$ cat config.mk
export PLATFORM = sky130hd
export DESIGN_NAME = disp_irq_vec
export DESIGN_NICKNAME = d
export VERILOG_FILES = /design/src/rtl/dispirq_pkg.sv /design/src/rtl/dispirq_ctrl.sv /design/src/rtl/dispirq_dpath.sv /design/src/rtl/disp_irq_vec.sv
export SDC_FILE = /design/constraint.sdc
export NUM_CORES = 1
export LEC_CHECK = 0
export ABC_AREA = 1
export BUFFER_PORTS_ARGS = -buffer_cell sky130_fd_sc_hd__buf_2
export CAP_MARGIN = 20
export CORE_MARGIN = 1
export CORE_UTILIZATION = 40
export DETAILED_ROUTE_END_ITERATION = 10
export PLACE_DENSITY = 0.68
export SYNTH_ARGS = -nofsm -noshare
export SYNTH_HDL_FRONTEND = slang
export SYNTH_HIERARCHICAL = 1
export SYNTH_SLANG_ARGS = --single-unit
$ cat constraint.sdc
create_clock -name clk -period 1.4 [get_ports clk]
set_input_delay 0.14 -clock clk [delete_from_list [all_inputs] [get_ports clk]]
set_output_delay 0.14 -clock clk [all_outputs]
set_load 0.1 [all_outputs]
$ cat src/rtl/dispirq_pkg.sv
package dispirq_pkg;
  localparam int NUM_SRC   = 4;
  localparam int SRC_NOCAP = 0;
  localparam int SRC_BOFF  = 1;
  localparam int SRC_BON   = 2;
  localparam int SRC_FRAME = 3;
  localparam int VEC_STEP  = 2;

  localparam int REG_EN   = 0;
  localparam int REG_FLAG = 1;
  localparam int REG_VEC  = 2;

  typedef struct packed {
    logic [NUM_SRC-1:0] setMask;
    logic               autoClr;
    logic               clrAll;
    logic               clrTop;
    logic               flagLoad;
    logic               enLoad;
  } strobe_t;
endpackage

$ cat src/rtl/dispirq_ctrl.sv
module dispirq_ctrl
  import dispirq_pkg::*;
#(
  parameter int ADDR_W = 2
) (
  input  logic              clk,
  input  logic              rstN,
  input  logic              frameTick,
  input  logic              blinkClk,
  input  logic [1:0]        blinkMode,
  input  logic              pumpEn,
  input  logic              capPresent,
  input  logic              dispMemWr,
  input  logic              blinkMemWr,
  input  logic [ADDR_W-1:0] busAddr,
  input  logic              busWr,
  input  logic              busRd,
  output strobe_t           stb
);
  localparam logic [ADDR_W-1:0] ADDR_EN   = ADDR_W'(REG_EN);
  localparam logic [ADDR_W-1:0] ADDR_FLAG = ADDR_W'(REG_FLAG);
  localparam logic [ADDR_W-1:0] ADDR_VEC  = ADDR_W'(REG_VEC);

  logic blinkPrev;
  logic memSel;
  logic memSelNext;
  logic blinkRise;
  logic blinkFall;
  logic blinkEdge;
  logic swapMode;
  logic normMode;

  assign blinkRise = blinkClk & ~blinkPrev;
  assign blinkFall = ~blinkClk & blinkPrev;
  assign blinkEdge = blinkRise | blinkFall;
  assign swapMode  = (blinkMode == 2'b11);
  assign normMode  = (blinkMode == 2'b01) || (blinkMode == 2'b10);

  // memSel = 1 means the blink memory drives the display
  always_comb begin
    if (!swapMode)      memSelNext = 1'b0;
    else if (blinkEdge) memSelNext = ~memSel;
    else                memSelNext = memSel;
  end

  always_ff @(posedge clk) begin
    if (!rstN) begin
      blinkPrev <= 1'b0;
      memSel    <= 1'b0;
    end else begin
      blinkPrev <= blinkClk;
      memSel    <= memSelNext;
    end
  end

  always_comb begin
    stb = '0;
    stb.setMask[SRC_NOCAP] = pumpEn & ~capPresent;
    stb.setMask[SRC_FRAME] = frameTick;
    stb.setMask[SRC_BON]   = (normMode & blinkRise) | (swapMode & blinkEdge & ~memSel);
    stb.setMask[SRC_BOFF]  = (normMode & blinkFall) | (swapMode & blinkEdge & memSel);
    stb.autoClr  = dispMemWr | blinkMemWr;
    stb.enLoad   = busWr & (busAddr == ADDR_EN);
    stb.flagLoad = busWr & (busAddr == ADDR_FLAG);
    stb.clrAll   = busWr & (busAddr == ADDR_VEC);
    stb.clrTop   = busRd & (busAddr == ADDR_VEC);
  end


  swap_toggle_chk: assert property (@(posedge clk) disable iff (!rstN)
    (swapMode && blinkEdge) |=> (memSel != $past(memSel)));


  swap_home_chk: assert property (@(posedge clk) disable iff (!rstN)
    !swapMode |=> !memSel);


  mode_off_chk: assert property (@(posedge clk) disable iff (!rstN)
    (blinkMode == 2'b00) |-> (!stb.setMask[SRC_BON] && !stb.setMask[SRC_BOFF]));


  norm_rise_chk: assert property (@(posedge clk) disable iff (!rstN)
    (normMode && $rose(blinkClk)) |-> stb.setMask[SRC_BON]);
endmodule

$ cat src/rtl/dispirq_dpath.sv
module dispirq_dpath
  import dispirq_pkg::*;
#(
  parameter int DATA_W = 8,
  parameter int ADDR_W = 2
) (
  input  logic              clk,
  input  logic              rstN,
  input  strobe_t           stb,
  input  logic [ADDR_W-1:0] busAddr,
  input  logic [DATA_W-1:0] busWdata,
  output logic [DATA_W-1:0] busRdata,
  output logic              irqReq
);
  localparam logic [NUM_SRC-1:0] AUTO_MASK = ~(NUM_SRC'(1) << SRC_NOCAP);

  logic [NUM_SRC-1:0] enReg;
  logic [NUM_SRC-1:0] flags;
  logic [NUM_SRC-1:0] pending;
  logic [NUM_SRC-1:0] topMask;
  logic [NUM_SRC-1:0] baseFlags;
  logic [NUM_SRC-1:0] clrMask;
  logic [NUM_SRC-1:0] flagsNext;
  logic [DATA_W-1:0]  vecCode;
  logic               unusedHiBits;

  assign unusedHiBits = ^busWdata[DATA_W-1:NUM_SRC];
  assign pending      = flags & enReg;

  // lowest index wins: scan downward so the last hit is the lowest bit
  always_comb begin
    topMask = '0;
    vecCode = '0;
    for (int i = NUM_SRC - 1; i >= 0; i--) begin
      if (pending[i]) begin
        topMask    = '0;
        topMask[i] = 1'b1;
        vecCode    = DATA_W'((i + 1) * VEC_STEP);
      end
    end
  end

  always_comb begin
    baseFlags = stb.flagLoad ? busWdata[NUM_SRC-1:0] : flags;
    clrMask   = '0;
    if (stb.clrAll)  clrMask = '1;
    if (stb.clrTop)  clrMask = clrMask | topMask;
    if (stb.autoClr) clrMask = clrMask | AUTO_MASK;
    flagsNext = (baseFlags & ~clrMask) | stb.setMask;
  end

  for (genvar g = 0; g < NUM_SRC; g++) begin : g_src
    always_ff @(posedge clk) begin
      if (!rstN) begin
        flags[g] <= 1'b0;
        enReg[g] <= 1'b0;
      end else begin
        flags[g] <= flagsNext[g];
        if (stb.enLoad) enReg[g] <= busWdata[g];
      end
    end
  end

  always_comb begin
    case (busAddr)
      ADDR_W'(REG_EN):   busRdata = DATA_W'(enReg);
      ADDR_W'(REG_FLAG): busRdata = DATA_W'(flags);
      ADDR_W'(REG_VEC):  busRdata = vecCode;
      default:           busRdata = '0;
    endcase
  end

  assign irqReq = |pending;


  clr_all_chk: assert property (@(posedge clk) disable iff (!rstN)
    (stb.clrAll && stb.setMask == '0) |=> (flags == '0));


  set_wins_chk: assert property (@(posedge clk) disable iff (!rstN)
    (stb.setMask != '0) |=> ((flags & $past(stb.setMask)) == $past(stb.setMask)));


  auto_clr_chk: assert property (@(posedge clk) disable iff (!rstN)
    (stb.autoClr && !stb.flagLoad && stb.setMask == '0)
      |=> ((flags & AUTO_MASK) == '0));


  rd_clr_chk: assert property (@(posedge clk) disable iff (!rstN)
    (stb.clrTop && pending != '0 && stb.setMask == '0 && !stb.flagLoad
      && !stb.autoClr && !stb.clrAll)
      |=> ($countones(flags) + 1 == $countones($past(flags))));


  vec_onehot_chk: assert property (@(posedge clk) disable iff (!rstN)
    $onehot0(topMask) && ((topMask & ~pending) == '0));
endmodule

$ cat src/rtl/disp_irq_vec.sv
module disp_irq_vec
  import dispirq_pkg::*;
#(
  parameter int DATA_W = 8,
  parameter int ADDR_W = 2
) (
  input  logic              clk,
  input  logic              rstN,
  input  logic              frameTick,
  input  logic              blinkClk,
  input  logic [1:0]        blinkMode,
  input  logic              pumpEn,
  input  logic              capPresent,
  input  logic              dispMemWr,
  input  logic              blinkMemWr,
  input  logic [ADDR_W-1:0] busAddr,
  input  logic [DATA_W-1:0] busWdata,
  input  logic              busWr,
  input  logic              busRd,
  output logic [DATA_W-1:0] busRdata,
  output logic              irqReq
);
  strobe_t stb;

  dispirq_ctrl #(.ADDR_W(ADDR_W)) u_ctrl (
    .clk        (clk),
    .rstN       (rstN),
    .frameTick  (frameTick),
    .blinkClk   (blinkClk),
    .blinkMode  (blinkMode),
    .pumpEn     (pumpEn),
    .capPresent (capPresent),
    .dispMemWr  (dispMemWr),
    .blinkMemWr (blinkMemWr),
    .busAddr    (busAddr),
    .busWr      (busWr),
    .busRd      (busRd),
    .stb        (stb)
  );

  dispirq_dpath #(.DATA_W(DATA_W), .ADDR_W(ADDR_W)) u_dpath (
    .clk      (clk),
    .rstN     (rstN),
    .stb      (stb),
    .busAddr  (busAddr),
    .busWdata (busWdata),
    .busRdata (busRdata),
    .irqReq   (irqReq)
  );
endmodule

# Word level (Yosys, flattened, before mapping)

Cells that the tools add are included.

Word-level logic and storage cells: 57
Bits in registers: 10
Output and inout port bits: 9
Input bits: 22

Equal/unequal tests: 5
Bitwise gates (word level): 25
Muxes and demuxes: 13
Reductions and logical operators: 4

Operator list:

| kind               | number |
|---|---|
| $mux 4             | 12 |
| $and 1x1->1        | 12 |
| $pmux 4 s3         | 1 |
| $and 4x4->4        | 2 |
| $or 4x4->4         | 2 |
| $eq 2x2->1 const B | 3 |
| $eq 2x1->1 const B | 2 |
| $not 1->1          | 4 |
| $not 4->4          | 1 |
| $or 1x1->1         | 4 |
| $reduce_or 4->1    | 1 |
| $logic_not 2->1    | 1 |
| $reduce_and 2->1   | 1 |
| $logic_or 1x1->1   | 1 |

# Logic depth before layout (Yosys ltp)

Gate-level depths: netlist of run 1.

Depth in word-level cells: 11
Mapped depth: 7
Depth with buffers taken out: 7

# By module

Netlist of run 1, hierarchy kept.

By module, submodules not included:

| module        | sequential area each (µm²) | instances | cells each | area an instance (µm²) |
|---|---|---|---|---|
| dispirq_dpath | 160.2                      | 1         | 83         | 520.5 |
| dispirq_ctrl  | 40.0                       | 1         | 33         | 203.9 |

# Worst setup path after synthesis of run 1

Ideal clock, no wire load.

Kind: reg2out
Start point: reg u_dpath.flags[1]
End point: out busRdata[1]
Data required time: 1.260 ns
Setup slack: -0.117 ns
Buffers on the path: 0
Arrival time: 1.377 ns
Stages on the path, launching flop included: 6
Path through: dfxtp_1 -> nand2_2 -> inv_1 -> nor2_1 -> o21ai_0 -> nand3_1

Cells in the longest elaborated chain, start to end: 4

Ends and longest elaborated chain:

| item                              | line                | text |
|---|---|---|
| from (decl)                       | dispirq_dpath.sv:18 | `logic [NUM_SRC-1:0] flags;` |
| from (signal, indexed assignment) | dispirq_dpath.sv:58 | `flags[g] <= flagsNext[g];` |
| $and 4x4->4                       | dispirq_dpath.sv:28 | `assign pending = flags & enReg;` |
| $mux 4 (2 in a row)               | dispirq_dpath.sv:35 | `if (pending[i]) begin` |
| $pmux 4 s3 (*)                    | dispirq_dpath.sv:65 | `case (busAddr)` |
| to (decl)                         | disp_irq_vec.sv:20  | `output logic [DATA_W-1:0] busRdata,` |

Every way passes the cells marked *; elsewhere a longest branch is shown, timed or not.

# Worst setup path in the final report of run 1

Ends and elaborated chain as after synthesis.

==> impl_metrics.csv, run 1 <==
group,metric,value,unit
clocking,ctsHoldBuffers,0,
timing,drv_slew,0,
worst_setup_path,worstReg2RegStart,"u_ctrl/blinkPrev",
worst_setup_path,cp_slowest_cell,"dfxtp_2",
timing,post-route-min-period,1.37,ns
detailed_routing,vias,802,
detailed_routing,wire_per_inst,9.89,um
detailed_routing,drtIter0Drc,16,
finish,syn2layout_area_growth,40.2,%
finish,layout_commonest_cell,"nand2_1",
yosys,yosysTopAreaCell,"dfxtp_1",
worst_setup_path,worst-path-buf-inv,2,
detailed_routing,ant_nets,0,
detailed_routing,wl,1660,um
clocking,cts_root_buf,"clkbuf_4",
worst_setup_path,crit_chain,"nand2_2, inv_1, nor2_2, o21ai_2, nand3_2, buf_12",
global_route,antenna_found_initial,0,
worst_setup_path,worstSetupPathType,"reg -> out",
clocking,numCtsBuffers,3,
clocking,cts_tree,"done",
worst_setup_path,crit_path_end_kind,"output pin",
job,cap_violations,0,
global_route,grt_usage,0.176,
timing,fin_tns_setup,0,ns
finish,instances_no_fill,168,
detailed_routing,drc,0,
clocking,cts_buffer_depth,2,
global_route,grt_max_degree,11,
floorplanning,die-area,1990,um^2
worst_setup_path,crit_start,"u_dpath/flags[1]",
finish,final_cell_mix,"nand2_1, inv_1, buf_2",
worst_setup_path,slowest_delay,0.34,ns
floorplanning,rows,15,
floorplanning,io_pins,31,
pwr,powerDensity,754,nW/um^2
timing,whs,0.101,ns
worst_setup_path,critPathTopFamily,"flip-flops",
yosys,ys_ff_latch,10,
yosys,synth_top_family_by_area,"simple AND/OR/NAND/NOR gates",
finish,drive_gt1_frac,0.385,
worst_setup_path,cp_max_fo,3,
status,status,"finished clean",
clocking,cts.clk_slew.worst_paths,0.06,ns
timing,hold_violations,0,
global_route,grt_pass1_vias,685,
yosys,synth-compound-area-share,0.135,
yosys,synth_xor_area_frac,0,
yosys,synth_cells,116,
global_route,overflow,0,
min_path,hold_path_class,"in -> reg",
pwr,ir_drop,0.000450,V
placed_design,io_buffer_count,22,
timing,setup_viol,0,
yosys,synthTopCellsByArea,"dfxtp_1, nand2_1, inv_1",
detailed_routing,vias_per_cell,4.77,
placed_design,hpwl,1280,um
placed_design,dpl.cell_count,163,
worst_setup_path,cp.required,1.26,ns
yosys,synthMuxAreaShare,0,
floorplanning,fp.dieW,44.6,um
placed_design,gp_congestion,0.886,
floorplanning,initial_core_util,0.424,
yosys,synth_top_area_share,0.276,
finish,fillers,167,
pwr,totalPowerFinal,0.000766,W
worst_setup_path,arrival,1.23,ns
finish,nNetsFinal,170,
yosys,syn_avg_cell_area,6.25,um^2
clocking,h-tree-depth,1,
pwr,leakagePower,0.532,nW
yosys,ys_types,20,
yosys,synth_adder_area_share,0.0518,
floorplanning,core,1710,um^2
worst_setup_path,critPathLaunchType,"flip-flop",
min_path,min_from,"blinkClk",
detailed_routing,first_pass_iters,4,
timing,period_share,0.979,
global_route,grt_pass1_wl,2550,um
timing,fmax,0.730,GHz
yosys,ys_warn_count,6,
clocking,cts_sinks,10,
yosys,netlist_area,724,um^2
clocking,clk_latency,0.25,ns
finish,antennaDiodeCount,0,
yosys,ys_seq_area_frac,0.276,
floorplanning,die_h,44.6,um
yosys,synth_simple_gate_area_share,0.377,
timing,skew,0.00317,ns
==> registers in the layout, summed over array words and instances, names as in the netlist <==
| signal | cells |
|---|---|
| u_ctrl/memSel | 1 |
| u_dpath/enReg | 4 |
| u_ctrl/blinkPrev | 1 |
| u_dpath/flags | 4 |
==> cell type report <==
cell class              instances  area (um^2)  area share
clock buffers                   3         22.5      0.0222
inverters                      20         77.6      0.0764
multi-input cells              84          457       0.450
flip-flops and latches         10          213       0.209
well taps                      25         31.3      0.0308
repair buffers                 26          215       0.212
==> cell usage after synthesis (all sizes together) <==
library cell  number
or2                1
nor2              15
o211ai             2
ha                 3
o21ai              7
nand2             28
dfxtp             10
nor3               1
nand3             14
conb               1
inv               20
buf                5
a21oi              8
nor3b              1
==> worst paths after layout <==
path                      endpoint  slack, ns  cells after the start
setup / recovery       busRdata[1]       0.03                      6
hold / removal    u_ctrl/blinkPrev       0.10                      3
hold reg to reg      u_ctrl/memSel       0.53                      3
setup reg to reg  u_dpath/flags[2]       0.35                      6
==> metal layers <==
metal	up-vias	global-route usage	wire length, um
met1	359	0.173	657
met3	8	0.0286	68
met5	-	0	0
met2	23	0.329	881
li1	412	-	-
met4	0	0.121	55
==> stage by stage <==
stage          area, um^2  utilization  worst slack, ns
6_report             1020        0.595           0.0299
2_1_floorplan         746            -           0.0216
3_3_place_gp          940        0.550            0.252
4_1_cts               962        0.563          0.00214
3_5_place_dp          940        0.550            0.239
5_1_grt              1020        0.595          -0.0168
==> worst reg2reg max path, stage by stage, from the launching register on <==
cell and delay, ns:
dfxtp_1 0.31, ha_1 0.28, inv_1 0.09, nand3_1 0.09, nand2_1 0.06, inv_1 0.04
a21oi_2 0.11
==> report_power, final <==
part,switching [W],total (W),internal (W)
Clock,0.0000875,0.000186,0.0000988
Sequential,0.0000172,0.000320,0.000303
Combinational,0.000176,0.000260,0.0000833
==> cells by family (layout without fill, tap and decap cells) <==
kind of cell	after synthesis	in the layout
other	1	4
buffers and inverters	25	49
flip-flops	10	10
AO/OA/AOI/OAI	17	17
adder cells (fa/ha/maj)	3	3
AND/OR/NAND/NOR	60	60
==> repair_timing <==
item,in CTS,in global routing
setup endpoints to repair,2,4
pin swaps,1,2
resized for setup,1,16
setup buffers,0,2
No activity file was read; power rests on OpenSTA's default activity.
==> run 2: changes to the inputs <==
- PLACE_DENSITY: 0.68 -> unset
- PLACE_DENSITY_LB_ADDON: unset -> 0.2
==> impl_metrics.csv, run 2 (synthesized netlist as in run 1, its figures left out) <==
group,metric,value,unit
worst_setup_path,crit_chain,"nand2_4, inv_2, nor2_2, o21ai_1, nand3_2, buf_12",
clocking,h-tree-depth,1,
finish,nNetsFinal,172,
timing,worst_slack,0.0497,ns
finish,instances_no_fill,170,
placed_design,dpl.cell_count,163,
floorplanning,io_pins,31,
global_route,grt_pass1_wl,2700,um
placed_design,io_buffer_count,22,
pwr,powerDensity,743,nW/um^2
floorplanning,initial_core_util,0.424,
timing,post-route-min-period,1.35,ns
placed_design,hpwl,1330,um
global_route,overflow,0,
finish,layout_commonest_cell,"nand2_1",
clocking,ctsHoldBuffers,0,
detailed_routing,ant_nets,0,
status,status,"finished clean",
floorplanning,fp.dieW,44.6,um
clocking,cts.clk_slew.worst_paths,0.07,ns
clocking,cts_sinks,10,
detailed_routing,first_pass_iters,4,
placed_design,gp_congestion,0.818,
finish,syn2layout_area_growth,44.4,%
timing,fin_tns_setup,0,ns
finish,antennaDiodeCount,0,
worst_setup_path,arrival,1.21,ns
detailed_routing,vias,817,
clocking,cts_tree,"done",
pwr,leakagePower,0.560,nW
job,cap_violations,0,
global_route,grt_max_degree,11,
finish,fillers,169,
finish,final_core_util,0.612,
timing,skew,0.00510,ns
global_route,grt_usage,0.191,
finish,final_cell_mix,"nand2_1, buf_2, inv_1",
timing,fmax,0.741,GHz
timing,hold_violations,0,
timing,drv_slew,0,
min_path,hold_path_class,"in -> reg",
pwr,ir_drop,0.000546,V
worst_setup_path,crit_path_end_kind,"output pin",
detailed_routing,vias_per_cell,4.81,
worst_setup_path,cp_slowest_cell,"dfxtp_4",
floorplanning,core,1710,um^2
detailed_routing,wire_per_inst,10.4,um
global_route,grt_pass1_vias,701,
clocking,clk_latency,0.26,ns
worst_setup_path,worstSetupPathType,"reg -> out",
clocking,cts_buffer_depth,2,
worst_setup_path,critPathLaunchType,"flip-flop",
worst_setup_path,cp.required,1.26,ns
floorplanning,die-area,1990,um^2
detailed_routing,wl,1780,um
floorplanning,die_h,44.6,um
finish,top_regs,"u_dpath/enReg: 4 flops, u_dpath/flags: 4 flops",
placed_design,pre_cts_ws,0.239,ns
worst_setup_path,worst-path-buf-inv,2,
worst_setup_path,cp_max_fo,3,
timing,setup_viol,0,
detailed_routing,drtIter0Drc,13,
clocking,numCtsBuffers,3,
worst_setup_path,slowest_delay,0.36,ns
timing,whs,0.0912,ns
clocking,cts_root_buf,"clkbuf_4",
finish,drive_gt1_frac,0.400,
timing,rsz0062_at_grt,"true",
floorplanning,rows,15,
worst_setup_path,critPathTopFamily,"flip-flops",
detailed_routing,drc,0,
global_route,antenna_found_initial,0,
timing,period_share,0.964,
## run 2: cell count changes in the layout (fill, tap and decap cells not counted), sizes merged
cell	previous run	this run
buf	26	28
## run 2: power breakdown
| group | switching, W | internal [W] |
|---|---|---|
| Combinational | 0.000181 | 0.0000873 |
| Clock | 0.0000947 | 0.0000991 |
| Sequential | 0.0000161 | 0.000299 |
| Total | 0.000291 | 0.000485 |
## run 2: cell type report
cell class,count,area (um^2),share of cell area
clock buffer,3,22.5,0.0215
multi-input combinational,84,465,0.445
inverter,20,77.6,0.0742
sequential,10,219,0.209
tap,25,31.3,0.0299
timing repair buffer,28,230,0.220
## run 2: worst paths after layout
kind / from / endpoint / slack (ns) / cells after the start
worst min-delay path: blinkClk / u_ctrl/blinkPrev / 0.09 / 3
worst max-delay path: u_dpath/enReg[1] / busRdata[1] / 0.05 / 6
worst max register to register: u_ctrl/blinkPrev / u_dpath/flags[1] / 0.32 / 6
worst min register to register: u_ctrl/memSel / u_ctrl/memSel / 0.54 / 3
## run 2: timing repair
action	CTS	global route
endpoints found under the hold margin	0	0
pin swaps	2	7
resized for setup	4	18
endpoints found under the setup margin	2	3
buffers inserted	1	3
## run 2: tightest hold or removal path: stages
cell	delay, ns
buf_2	0.10
nand2_1	0.05
inv_1	0.04
## run 2: per-layer routing
metal  track usage  wire, um  vias to the layer above
met3        0.0367        57                        4
met2         0.332       951                       20
met1         0.216       741                      377
met4         0.109        26                        0
met5             0         0                        -
li1              -         -                      416
## run 2: through the flow
| step | total power (W) | area (um^2) |
|---|---|---|
| 2_1_floorplan | 0.000503 | 746 |
| 3_3_place_gp | 0.000573 | 940 |
| 3_5_place_dp | 0.000579 | 940 |
| 4_1_cts | 0.000780 | 978 |
| 5_1_grt | 0.000827 | 1050 |
| 6_report | 0.000777 | 1050 |
